==> config.mk <==
export PLATFORM = sky130hd
export DESIGN_NAME = dma_chan_seq
export DESIGN_NICKNAME = d
export VERILOG_FILES = /design/src/rtl/dma_chan_pkg.sv /design/src/rtl/dma_chan_regs.sv /design/src/rtl/dma_chan_ctl.sv /design/src/rtl/dma_strobe_dec.sv /design/src/rtl/dma_chan_seq.sv
export SDC_FILE = /design/constraint.sdc
export NUM_CORES = 1
export LEC_CHECK = 0
export ABC_AREA = 0
export BUFFER_PORTS_ARGS = -buffer_cell sky130_fd_sc_hd__buf_2
export CELL_PAD_IN_SITES_DETAIL_PLACEMENT = 1
export CELL_PAD_IN_SITES_GLOBAL_PLACEMENT = 1
export CORE_AREA = 10 10 143 145
export DETAILED_ROUTE_END_ITERATION = 12
export DIE_AREA = 0 0 153 155
export GPL_TIMING_DRIVEN = 0
export PLACE_DENSITY_LB_ADDON = 0.1
export RECOVER_POWER = 100
export SLEW_MARGIN = 20
export SYNTH_ARGS = -nofsm -noshare
export SYNTH_HDL_FRONTEND = slang
export SYNTH_SLANG_ARGS = --single-unit
export TNS_END_PERCENT = 30
==> constraint.sdc <==
create_clock -name clk -period 3.2 [get_ports clk]
set_clock_uncertainty 0.15 [all_clocks]
set_input_delay 0.48 -clock clk [delete_from_list [all_inputs] [get_ports clk]]
set_output_delay 0.48 -clock clk [all_outputs]
set_load 0.02 [all_outputs]
==> src/rtl/dma_chan_pkg.sv <==
package dma_chan_pkg;

  typedef enum logic [1:0] {
    XF_VERIFY  = 2'd0,
    XF_WRITE   = 2'd1,
    XF_READ    = 2'd2,
    XF_MEM2MEM = 2'd3
  } xfer_e;

  typedef enum logic [1:0] {
    OP_DEMAND  = 2'd0,
    OP_SINGLE  = 2'd1,
    OP_BLOCK   = 2'd2,
    OP_CASCADE = 2'd3
  } op_e;

  typedef struct packed {
    logic  addr_down;
    logic  auto_init;
    op_e   op;
    xfer_e xfer;
  } mode_t;

  localparam int MODE_W = $bits(mode_t);

  localparam logic [1:0] SEL_ADDR  = 2'd0;
  localparam logic [1:0] SEL_COUNT = 2'd1;
  localparam logic [1:0] SEL_MODE  = 2'd2;
  localparam logic [1:0] SEL_MASK  = 2'd3;

  typedef struct packed {
    logic memr;
    logic memw;
    logic smemr;
    logic smemw;
  } strobe_t;

endpackage

==> src/rtl/dma_chan_regs.sv <==
module dma_chan_regs
  import dma_chan_pkg::*;
#(
  parameter int ADDR_W = 27,
  parameter int CNT_W  = 16
) (
  input  logic              clk,
  input  logic              rst,
  input  logic              wr_en,
  input  logic [1:0]        wr_sel,
  input  logic [ADDR_W-1:0] wr_data,
  input  logic              step,
  output logic [ADDR_W-1:0] cur_addr,
  output mode_t             mode,
  output logic              masked,
  output logic              last
);

  localparam logic [ADDR_W-1:0] ADDR_ONE = ADDR_W'(1);
  localparam logic [CNT_W-1:0]  CNT_ONE  = CNT_W'(1);

  logic [ADDR_W-1:0] base_addr;
  logic [CNT_W-1:0]  base_count;
  logic [CNT_W-1:0]  cur_count;
  logic [ADDR_W-1:0] addr_next;
  logic              mode_ok;

  assign last    = (cur_count == '0);
  assign mode_ok = (wr_data[1:0] != XF_MEM2MEM);

  generate
    if (ADDR_W > 1) begin : g_step
      always_comb begin
        if (mode.addr_down) addr_next = cur_addr - ADDR_ONE;
        else                addr_next = cur_addr + ADDR_ONE;
      end
    end else begin : g_step_bit
      always_comb addr_next = ~cur_addr;
    end
  endgenerate

  always_ff @(posedge clk) begin
    if (rst) begin
      base_addr  <= '0;
      base_count <= '0;
      cur_addr   <= '0;
      cur_count  <= '0;
      mode       <= '0;
      masked     <= 1'b1;
    end else begin
      if (step) begin
        if (last) begin
          if (mode.auto_init) begin
            cur_addr  <= base_addr;
            cur_count <= base_count;
          end else begin
            cur_addr  <= addr_next;
            cur_count <= cur_count - CNT_ONE;
            masked    <= 1'b1;
          end
        end else begin
          cur_addr  <= addr_next;
          cur_count <= cur_count - CNT_ONE;
        end
      end
      if (wr_en) begin
        case (wr_sel)
          SEL_ADDR: begin
            base_addr <= wr_data;
            cur_addr  <= wr_data;
          end
          SEL_COUNT: begin
            base_count <= wr_data[CNT_W-1:0];
            cur_count  <= wr_data[CNT_W-1:0];
          end
          SEL_MODE: begin
            if (mode_ok) mode <= mode_t'(wr_data[MODE_W-1:0]);
          end
          default: masked <= wr_data[0];
        endcase
      end
    end
  end

endmodule

==> src/rtl/dma_chan_ctl.sv <==
module dma_chan_ctl
  import dma_chan_pkg::*;
(
  input  logic clk,
  input  logic rst,
  input  logic dreq,
  input  logic hgrant,
  input  logic masked,
  input  op_e  op,
  input  logic last,
  output logic hreq,
  output logic fire
);

  typedef enum logic [1:0] {
    ST_IDLE = 2'd0,
    ST_WAIT = 2'd1,
    ST_OWN  = 2'd2
  } st_e;

  st_e  st_q, st_d;
  logic casc;

  assign casc = (op == OP_CASCADE);
  assign fire = (st_q == ST_OWN) && !casc;

  always_comb begin
    st_d = st_q;
    case (st_q)
      ST_IDLE: if (!masked && dreq && !casc) st_d = ST_WAIT;
      ST_WAIT: begin
        if (casc || masked) st_d = ST_IDLE;
        else if (hgrant)    st_d = ST_OWN;
      end
      ST_OWN: begin
        if (casc || last) st_d = ST_IDLE;
        else begin
          case (op)
            OP_BLOCK:  st_d = ST_OWN;
            OP_DEMAND: st_d = dreq ? ST_OWN : ST_IDLE;
            default:   st_d = ST_IDLE;
          endcase
        end
      end
      default: st_d = ST_IDLE;
    endcase
  end

  always_ff @(posedge clk) begin
    if (rst) begin
      st_q <= ST_IDLE;
      hreq <= 1'b0;
    end else begin
      st_q <= st_d;
      if (casc) hreq <= dreq && !masked;
      else      hreq <= (st_d != ST_IDLE);
    end
  end

endmodule

==> src/rtl/dma_strobe_dec.sv <==
module dma_strobe_dec
  import dma_chan_pkg::*;
#(
  parameter int ADDR_W    = 27,
  parameter int FULL_BITS = 24,
  parameter int SYS_BITS  = 20
) (
  input  logic [ADDR_W-1:0] addr,
  input  xfer_e             xfer,
  input  logic              en,
  output strobe_t           stb
);

  logic in_full;
  logic in_sys;
  logic rd;
  logic wr;

  generate
    if (FULL_BITS >= ADDR_W) begin : g_full_all
      assign in_full = 1'b1;
    end else begin : g_full_cmp
      assign in_full = (addr[ADDR_W-1:FULL_BITS] == '0);
    end
    if (SYS_BITS >= ADDR_W) begin : g_sys_all
      assign in_sys = 1'b1;
    end else begin : g_sys_cmp
      assign in_sys = (addr[ADDR_W-1:SYS_BITS] == '0);
    end
  endgenerate

  assign rd = en && (xfer == XF_READ);
  assign wr = en && (xfer == XF_WRITE);

  always_comb begin
    stb.memr  = rd && in_full;
    stb.memw  = wr && in_full;
    stb.smemr = rd && in_full && in_sys;
    stb.smemw = wr && in_full && in_sys;
  end

endmodule

==> src/rtl/dma_chan_seq.sv <==
module dma_chan_seq
  import dma_chan_pkg::*;
#(
  parameter int ADDR_W    = 27,
  parameter int CNT_W     = 16,
  parameter int FULL_BITS = 24,
  parameter int SYS_BITS  = 20
) (
  input  logic              clk,
  input  logic              rst,
  input  logic              cfg_we,
  input  logic [1:0]        cfg_sel,
  input  logic [ADDR_W-1:0] cfg_wdata,
  input  logic              dreq,
  input  logic              hgrant,
  output logic              hreq,
  output logic              dack,
  output logic              tc,
  output logic [ADDR_W-1:0] mem_addr,
  output logic              memr_n,
  output logic              memw_n,
  output logic              smemr_n,
  output logic              smemw_n
);

  logic [ADDR_W-1:0] cur_addr;
  mode_t             mode_q;
  logic              masked;
  logic              last;
  logic              fire;
  logic              casc;
  strobe_t           stb;

  assign casc = (mode_q.op == OP_CASCADE);

  dma_chan_regs #(
    .ADDR_W (ADDR_W),
    .CNT_W  (CNT_W)
  ) u_regs (
    .clk      (clk),
    .rst      (rst),
    .wr_en    (cfg_we),
    .wr_sel   (cfg_sel),
    .wr_data  (cfg_wdata),
    .step     (fire),
    .cur_addr (cur_addr),
    .mode     (mode_q),
    .masked   (masked),
    .last     (last)
  );

  dma_chan_ctl u_ctl (
    .clk    (clk),
    .rst    (rst),
    .dreq   (dreq),
    .hgrant (hgrant),
    .masked (masked),
    .op     (mode_q.op),
    .last   (last),
    .hreq   (hreq),
    .fire   (fire)
  );

  dma_strobe_dec #(
    .ADDR_W    (ADDR_W),
    .FULL_BITS (FULL_BITS),
    .SYS_BITS  (SYS_BITS)
  ) u_dec (
    .addr (cur_addr),
    .xfer (mode_q.xfer),
    .en   (fire),
    .stb  (stb)
  );

  always_ff @(posedge clk) begin
    if (rst) begin
      dack     <= 1'b0;
      tc       <= 1'b0;
      mem_addr <= '0;
      memr_n   <= 1'b1;
      memw_n   <= 1'b1;
      smemr_n  <= 1'b1;
      smemw_n  <= 1'b1;
    end else begin
      dack    <= fire || (casc && hgrant && dreq && !masked);
      tc      <= fire && last;
      memr_n  <= !stb.memr;
      memw_n  <= !stb.memw;
      smemr_n <= !stb.smemr;
      smemw_n <= !stb.smemw;
      if (fire) mem_addr <= cur_addr;
    end
  end

endmodule

==> impl_metrics.json, run 1 <==
{
  "grt_pass1_wl_um": 40600,
  "critical_path_required_ns": 3.33,
  "r2r_slack_ns": 0.003,
  "p_per_area_nw_per_um2": 511,
  "die_y_um": 155,
  "grt_pass1_vias": 6946,
  "timing.rr.start": "u_regs.cur_addr[0]$_SDFF_PP0_",
  "synthCells": 878,
  "die-width_um": 153,
  "ys_seq_area_frac": 0.386,
  "netlist_top_cells_count": "nand2_1, a21oi_1, dfxtp_1",
  "cts_tree": "built",
  "grt_max_degree": 17,
  "grt-ovfl-total": 0,
  "arrival_ns": 3.32,
  "drv_slew": 0,
  "netlist_area_um2": 6700,
  "die-area_um2": 23700,
  "worstHoldPathCells": 3,
  "multi_input_area_um2": 3860,
  "ys_ff_latch": 129,
  "cp-start-kind": "flop",
  "cp_slowest_cell": "fa_2",
  "crit_path_end_kind": "flop",
  "fin_crit_ns": 3.20,
  "max_slew_margin": 0.257,
  "cellLeakagePower_nw": 2.95,
  "critPathTopFamily": "compound AO/OA/AOI/OAI gates",
  "setup_violations": 0,
  "ctsRootBufferMaster": "clkbuf_16",
  "hold_buffers": 0,
  "status": "completed",
  "rows": 49,
  "critPathBufInv": 0,
  "worstMarginPinSlew_ns": 1.11,
  "dr.pass1.iters": 5,
  "crit_fanout": 5,
  "r2r_end": "u_regs.cur_addr[26]$_SDFF_PP0_",
  "ys_async_sr_fraction": 0,
  "antenna_found_initial": 0,
  "gp_congestion": 0.855,
  "cts_buffers": 17,
  "routed_via_density": 5.73,
  "yosysMostFrequentCell": "nand2_1",
  "max_freq_mhz": 313,
  "synth.area.top_cells": "dfxtp_1, nand2_1, a21oi_1",
  "regArea_um2": 2590,
  "finalHoldViolations": 0,
  "power_mw": 4.04,
  "yosysWarnings": 0,
  "htreeDepth": 4,
  "drive_gt1_frac": 0.0889,
  "ys.flop_type": "dfxtp_1",
  "fin_crit_sh": 0.999,
  "fillers": 2237,
  "yosysTopAreaCell": "dfxtp_1",
  "syn-num-nets": 939,
  "track_usage": 0.216,
  "syn_area_per_cell_um2": 7.63,
  "insertion_delay_ns": 0.42,
  "yosysTopAreaCellShare": 0.386,
  "maxCapViolations": 0,
  "io_buffers": 66,
  "reg2reg_depth": 10,
  "routedWlPerCell_um": 21.5,
  "clk_pin_slew_worst_paths_ns": 0.06,
  "path_cells": "fa_2, a211oi_2, o21ai_1, a211o_1, a31oi_2, o21ai_2, a41o_1, a2111oi_4, mux2i_1, a31oi_1",
  "critical_path_class": "reg2reg",
  "rsz0062_at_grt": "true",
  "route.detailed.drc": 0,
  "io_pins": 68,
  "routed_wl_um": 25900,
  "ant_nets": 0,
  "synth-edff-count": 0,
  "drtIter0Drc": 510,
  "routed-via-count": 6922,
  "coreArea_um2": 17700,
  "start_util": 0.379,
  "max_stage_delay_ns": 0.45,
  "hp-start": "cfg_wdata[25]",
  "area_delta_synth_final_pct": 18.0,
  "final_nets": 1030,
  "peakVddDrop_v": 0.000366,
  "clock_path_buffers": 2,
  "hold_path_class": "in2reg",
  "synth_cell_types": 67,
  "utilization": 0.448,
  "dp_hpwl_um": 18500,
  "diodes": 0,
  "cts.sinks": 129,
  "hold_end": "u_regs.base_addr[25]$_SDFFE_PP0P_"
}
==> area by class of cell <==
| type | instances | area share |
|---|---|---|
| multi-input cells | 680 | 0.488 |
| flip-flops and latches | 129 | 0.327 |
| clock buffers | 22 | 0.0587 |
| repair buffers | 72 | 0.0419 |
| well taps | 229 | 0.0362 |
| plain buffers | 58 | 0.0285 |
| clock inverters | 7 | 0.0139 |
| inverters | 11 | 0.00522 |
==> what timing repair did <==
action / 4_1_cts / 5_1_grt
resized for setup: 4 / 2
pin swaps: 0 / 2
buffers inserted: 4 / 2
setup endpoints to repair: 14 / 22
==> routing by layer <==
layer | up-vias | share of wire | global-route usage
met2 | 185 | 0.46 | 0.351
met3 | 34 | 0.050 | 0.0345
met5 | - | 0 | 0
li1 | 3309 | - | -
met4 | 0 | 0.018 | 0.0640
met1 | 3394 | 0.47 | 0.289
==> power breakdown <==
group | switching (mW) | internal (mW)
combinational | 0.255 | 0.132
clock | 0.715 | 1.25
sequential | 0.0415 | 1.65
total | 1.01 | 3.03
==> stage by stage <==
step | TNS [ns] | instances | hold WS [ns] | cell area (um2) | setup slack [ns]
after floorplan | 0 | 878 | 0.250 | 6700 | 0.269
after global placement | -2.45 | 1173 | 0.275 | 7320 | -0.479
after detailed placement | -2.94 | 1173 | 0.280 | 7320 | -0.510
after CTS | 0 | 1206 | 0.161 | 7950 | 0.0173
after global routing | -0.366 | 1208 | 0.185 | 7910 | -0.142
final | 0 | 1208 | 0.166 | 7910 | 0.00286
==> placed cells by master, fill, tap and decap left out, types with 7 or more instances in the layout <==
cell,Yosys,layout
ha_1,26,26
nand2_1,204,204
mux2i_1,11,11
inv_1,10,10
a31oi_1,12,11
o21ai_0,40,41
buf_2,3,34
nor2_1,43,43
o211ai_1,23,23
a21oi_1,152,151
xnor2_1,11,11
nor3_1,17,17
xor2_1,9,9
clkbuf_1,48,91
o22ai_1,7,7
nand3_1,16,16
a21o_1,15,15
dfxtp_1,129,128
clkbuf_16,0,17
==> worst reg2reg max path: stages (launching register included) <==
cell	delay [ns]
dfxtp_1	0.38
fa_2	0.45
a211oi_2	0.28
o21ai_1	0.17
a211o_1	0.37
a31oi_2	0.23
o21ai_2	0.12
a41o_1	0.28
a2111oi_4	0.30
mux2i_1	0.23
a31oi_1	0.09
==> worst max path at each step <==
stage                                      to  cells past startpoint                           from
2_1_floorplan  u_regs.cur_addr[26]$_SDFF_PP0_                     10    u_regs.mode[5]$_SDFFE_PP0P_
6_report       u_regs.cur_addr[26]$_SDFF_PP0_                     10  u_regs.cur_addr[0]$_SDFF_PP0_
3_3_place_gp   u_regs.cur_addr[26]$_SDFF_PP0_                     10    u_regs.mode[5]$_SDFFE_PP0P_
3_5_place_dp   u_regs.cur_addr[26]$_SDFF_PP0_                     10    u_regs.mode[5]$_SDFFE_PP0P_
4_1_cts        u_regs.cur_addr[26]$_SDFF_PP0_                     10  u_regs.cur_addr[0]$_SDFF_PP0_
5_1_grt        u_regs.cur_addr[26]$_SDFF_PP0_                     10  u_regs.cur_addr[0]$_SDFF_PP0_
==> flip-flops by register name (all words and copies together) (netlist names) <==
signal	cells
mem_addr	27
u_regs.base_addr	27
u_regs.cur_addr	27
u_regs.base_count	16
u_regs.cur_count	16
u_regs.mode	6
u_ctl.st_q	2
dack	1
memr_n	1
memw_n	1
smemr_n	1
smemw_n	1
tc	1
u_ctl.hreq	1
u_regs.masked	1
==> logic make-up (layout without fill, tap and decap cells) <==
| group | after synthesis | in the layout | share of synthesized area |
|---|---|---|---|
| xor+xnor | 20 | 20 | 0.0261 |
| flops | 129 | 129 | 0.386 |
| simple gates | 323 | 323 | 0.210 |
| fa+ha+maj | 27 | 27 | 0.0516 |
| compound gates | 299 | 299 | 0.268 |
| mux | 11 | 11 | 0.0164 |
| buf+inv | 69 | 170 | 0.0420 |
Power figures use the tool's default switching activity.
==> inputs of run 2 (changes only) <==
Settings changed: BUFFER_PORTS_ARGS -buffer_cell sky130_fd_sc_hd__buf_2 to -buffer_cell sky130_fd_sc_hd__clkbuf_2, CORE_AREA 10 10 143 145 to 10 10 150 152, DIE_AREA 0 0 153 155 to 0 0 160 162, SLEW_MARGIN 20 to 10.
==> impl_metrics.json, run 2 (same netlist as run 1, synthesis figures left out) <==
{
  "status": "completed",
  "coreArea_um2": 19400,
  "critPathTopFamily": "compound AO/OA/AOI/OAI gates",
  "arrival_ns": 3.19,
  "peakVddDrop_v": 0.000391,
  "grt-ovfl-total": 0,
  "cp_slowest_cell": "fa_2",
  "routed_wl_um": 26500,
  "grt_max_degree": 17,
  "fin_crit_ns": 3.07,
  "top_regs": "mem_addr: 27 flops, u_regs.base_addr: 27 flops, u_regs.cur_addr: 27 flops",
  "cts.sinks": 129,
  "fillers": 2467,
  "die-width_um": 160,
  "cellInternalPower_mw": 2.92,
  "gr-usage-met3": 0.0331,
  "diodes": 0,
  "critPathBufInv": 0,
  "clk_pin_slew_worst_paths_ns": 0.06,
  "use_met1": 0.271,
  "setup_violations": 0,
  "maxCapViolations": 0,
  "routed-via-count": 6862,
  "drtIter0Drc": 426,
  "critical_path_class": "reg2reg",
  "grt_pass1_wl_um": 40700,
  "p_seq_frac": 0.422,
  "layout_commonest_cell": "nand2_1",
  "worstMarginPinSlew_ns": 1.19,
  "io_buffers": 66,
  "utilization": 0.416,
  "drv_slew": 0,
  "power_frac_comb": 0.099,
  "insertion_delay_ns": 0.43,
  "drive_gt1_frac": 0.110,
  "clock_path_buffers": 2,
  "area_delta_synth_final_pct": 20.4,
  "track_usage": 0.200,
  "start_util": 0.345,
  "crit_fanout": 5,
  "hold_path_class": "in2reg",
  "htreeDepth": 4,
  "hold_buffers": 0,
  "crit_path_end_kind": "flop",
  "io_pins": 68,
  "grt_busiest_layer": "met2",
  "fin_crit_sh": 0.958,
  "gp_congestion": 0.842,
  "cellLeakagePower_nw": 2.98,
  "max_freq_mhz": 326,
  "cts_tree": "built",
  "tns_ns": 0,
  "cp-start-kind": "flop",
  "dp_hpwl_um": 18900,
  "rows": 51,
  "path_cells": "fa_2, a211oi_4, o21ai_2, a211o_1, a31oi_4, o21ai_4, a41o_1, a2111oi_4, mux2i_1, a31oi_1",
  "ant_nets": 0,
  "die_y_um": 162,
  "routedWlPerCell_um": 21.2,
  "pwr-share-clk": 0.480,
  "layout_common_cells": "nand2_1, a21oi_1, dfxtp_1",
  "grt_pass1_vias": 6790,
  "ctsRootBufferMaster": "clkbuf_16",
  "max_slew_margin": 0.204,
  "final_nets": 1035,
  "route.detailed.drc": 0,
  "switching_power_mw": 1.09,
  "p_sw_frac": 0.273,
  "die-area_um2": 25900,
  "antenna_found_initial": 0,
  "critical_path_required_ns": 3.33,
  "rsz0062_at_grt": "true",
  "p_per_area_nw_per_um2": 497,
  "max_stage_delay_ns": 0.44,
  "grtUsageMet2": 0.321,
  "routed_via_density": 5.48,
  "cts_buffers": 17,
  "dr.pass1.iters": 5,
  "finalHoldViolations": 0
}
==> run 2: changes by cell type in the layout (fill, tap and decap cells not counted), sizes merged <==
| cell | change |
|---|---|
| buf | -19 |
| bufinv | -2 |
| clkinvlp | +5 |
| inv | +1 |
| clkbuf | +22 |
| clkinv | +1 |
==> run 2: repair_timing <==
action,CTS,global route
gates resized for setup,3,20
pin swaps,0,2
endpoints found under the hold margin,0,0
buffers inserted,5,6
setup endpoints to repair,13,31
==> run 2: worst paths after layout <==
path / start / endpoint / slack, ns / depth (start not counted)
max: u_regs.cur_addr[0]$_SDFF_PP0_ / u_regs.cur_addr[26]$_SDFF_PP0_ / 0.13 / 10
min: cfg_wdata[20] / u_regs.base_addr[20]$_SDFFE_PP0P_ / 0.15 / 3
max reg2reg: u_regs.cur_addr[0]$_SDFF_PP0_ / u_regs.cur_addr[26]$_SDFF_PP0_ / 0.13 / 10
min reg2reg: u_regs.mode[0]$_SDFFE_PP0P_ / memw_n$_SDFF_PP1_ / 0.30 / 1
==> run 2: stage by stage <==
stage / hold slack [ns] / total power, mW / cells / cell area [um2] / setup slack (ns)
after floorplan: 0.250 / 1.96 / 878 / 6700 / 0.269
after global placement: 0.279 / 2.10 / 1209 / 7360 / -0.481
after detailed placement: 0.282 / 2.10 / 1209 / 7360 / -0.496
after CTS: 0.146 / 4.02 / 1246 / 8000 / 0.0311
after global routing: 0.165 / 4.16 / 1252 / 8070 / -0.0208
final: 0.155 / 4.01 / 1252 / 8070 / 0.133
==> run 2: per-layer routing <==
| metal | up-vias | routed length (um) |
|---|---|---|
| met5 | - | 0 |
| met4 | 0 | 385 |
| met3 | 27 | 1120 |
| met2 | 149 | 12100 |
| met1 | 3361 | 12900 |
| li1 | 3325 | - |
==> run 2: final cells by class <==
| cell class | count | area [um2] | share of cell area |
|---|---|---|---|
| buffer | 58 | 243 | 0.0301 |
| clock buffer | 20 | 467 | 0.0578 |
| clock inverter | 12 | 109 | 0.0135 |
| inverter | 11 | 41.3 | 0.00512 |
| multi-input combinational | 680 | 3910 | 0.484 |
| sequential | 129 | 2590 | 0.321 |
| tap | 265 | 332 | 0.0411 |
| timing repair buffer | 77 | 380 | 0.0471 |
==> run 2: power groups by stage <==
| stage | logic (mW) | clock network (mW) | registers (mW) |
|---|---|---|---|
| 2_1_floorplan | 0.241 | 0 | 1.71 |
| 3_3_place_gp | 0.367 | 0 | 1.73 |
| 3_5_place_dp | 0.371 | 0 | 1.73 |
| 4_1_cts | 0.380 | 1.95 | 1.69 |
| 5_1_grt | 0.440 | 2.02 | 1.70 |
| 6_report | 0.396 | 1.92 | 1.69 |
==> run 2: tightest hold or removal path: stages <==
cell      delay [ns]
clkbuf_2        0.10
nand2_1         0.05
a21oi_1         0.05
==> inputs of run 3 (changes only) <==
Settings changed: CORE_AREA 10 10 150 152 to 10 10 143 145, DIE_AREA 0 0 160 162 to 0 0 153 155.
==> impl_metrics.json, run 3 (same netlist as run 1, synthesis figures left out) <==
{
  "arrival_ns": 3.27,
  "routed_wl_um": 25800,
  "routed-via-count": 6908,
  "layout_common_cells": "nand2_1, a21oi_1, dfxtp_1",
  "io_buffers": 66,
  "worstHoldPathCells": 3,
  "maxCapViolations": 0,
  "setup_violations": 0,
  "htreeDepth": 4,
  "critical_path_required_ns": 3.34,
  "die-area_um2": 23700,
  "crit_fanout": 7,
  "fin_crit_sh": 0.977,
  "ctsRootBufferMaster": "clkbuf_16",
  "final_nets": 1032,
  "path_cells": "buf_4, ha_1, a21o_1, a21o_1, a221oi_1, o21ai_0, a21oi_1, xor2_1, a21oi_1, a222oi_1, nor2_1",
  "max_stage_delay_ns": 0.40,
  "routed_via_density": 5.69,
  "reg2reg_depth": 11,
  "top_regs": "mem_addr: 27 flops, u_regs.base_addr: 27 flops, u_regs.cur_addr: 27 flops",
  "status": "completed",
  "clk_pin_slew_worst_paths_ns": 0.06,
  "layout_commonest_cell": "nand2_1",
  "drv_slew": 0,
  "grt-ovfl-total": 0,
  "max_freq_mhz": 320,
  "grt_pass1_vias": 6956,
  "placed_area_um2": 7320,
  "cp_slowest_cell": "dfxtp_4",
  "die-width_um": 153,
  "cts_buffers": 17,
  "routedWlPerCell_um": 21.3,
  "area_delta_synth_final_pct": 19.4,
  "insertion_delay_ns": 0.43,
  "dp_hpwl_um": 18500,
  "hold_buffers": 0,
  "cts.sinks": 129,
  "critical_path_class": "reg2reg",
  "track_usage": 0.212,
  "crit_path_end_kind": "flop",
  "finalHoldViolations": 0,
  "coreArea_um2": 17700,
  "utilization": 0.453,
  "worstMarginPinSlew_ns": 1.09,
  "drive_gt1_frac": 0.104,
  "tns_ns": 0,
  "gp_congestion": 0.859,
  "p_per_area_nw_per_um2": 503,
  "fin_crit_ns": 3.13,
  "final_area_um2": 8000,
  "hold_path_class": "in2reg",
  "dr.pass1.iters": 4,
  "cp-start-kind": "flop",
  "ant_nets": 0,
  "drtIter0Drc": 469,
  "max_slew_margin": 0.270,
  "io_pins": 68,
  "peakVddDrop_v": 0.000374,
  "route.detailed.drc": 0,
  "grt_pass1_wl_um": 40000,
  "rows": 49,
  "cellLeakagePower_nw": 2.96,
  "r2r_slack_ns": 0.07,
  "die_y_um": 155,
  "cts_tree": "built",
  "antenna_found_initial": 0,
  "clock_path_buffers": 2,
  "diodes": 0,
  "start_util": 0.379,
  "rsz0062_at_grt": "true",
  "grt_max_degree": 17
}
-- run 3: cell types whose count changed in the layout (fill, tap and decap cells not counted), sizes merged --
cell	change
buf	-7
clkinvlp	-1
inv	-1
clkinv	-1
bufinv	+1
clkbuf	+6
-- run 3: where the power goes --
part,switching [mW],internal (mW)
registers,0.0414,1.65
logic,0.259,0.137
clock network,0.757,1.18
-- run 3: what timing repair did --
action | in CTS | in global routing
pin swaps | 0 | 11
resized for setup | 3 | 22
endpoints found under the setup margin | 13 | 23
setup buffers | 3 | 6
-- run 3: routing by layer --
layer	up-vias	GRT usage	share of wire	routed length (um)
met4	0	0.0586	0.013	342
li1	3305	-	-	-
met3	26	0.0433	0.053	1370
met2	190	0.342	0.46	11900
met1	3387	0.280	0.47	12200
met5	-	0	0	0
-- run 3: through the flow --
stage	cells	hold WS (ns)	setup WS [ns]	total power, mW
after detailed placement	1173	0.289	-0.512	2.10
after global placement	1173	0.275	-0.483	2.09
final	1213	0.156	0.0726	4.03
after global routing	1213	0.158	-0.0437	4.17
after CTS	1208	0.145	0.0125	4.02
after floorplan	878	0.250	0.269	1.96
-- run 3: area by class of cell --
| class | instances | area, um2 |
|---|---|---|
| plain buffers | 57 | 221 |
| clock buffers | 22 | 464 |
| clock inverters | 10 | 110 |
| fillers | 2268 | 9660 |
| inverters | 11 | 41.3 |
| multi-input cells | 680 | 3920 |
| flip-flops and latches | 129 | 2590 |
| well taps | 229 | 287 |
| repair buffers | 75 | 369 |
-- run 3: critical path, delay by kind of cell, from the launching register on --
family,cells,cell delay [ns]
buffers and inverters,1,0.18
flip-flops,1,0.40
XOR/XNOR,1,0.25
AND/OR/NAND/NOR,1,0.07
AO/OA/AOI/OAI,7,1.58
adder cells (fa/ha/maj),1,0.35
-- run 3: final timing paths --
check / endpoint / startpoint
worst max-delay path: u_regs.cur_addr[16]$_SDFF_PP0_ / u_regs.mode[5]$_SDFFE_PP0P_
worst min-delay path: u_regs.base_addr[24]$_SDFFE_PP0P_ / cfg_wdata[24]
worst max register to register: u_regs.cur_addr[16]$_SDFF_PP0_ / u_regs.mode[5]$_SDFFE_PP0P_
worst min register to register: memw_n$_SDFF_PP1_ / u_regs.mode[0]$_SDFFE_PP0P_
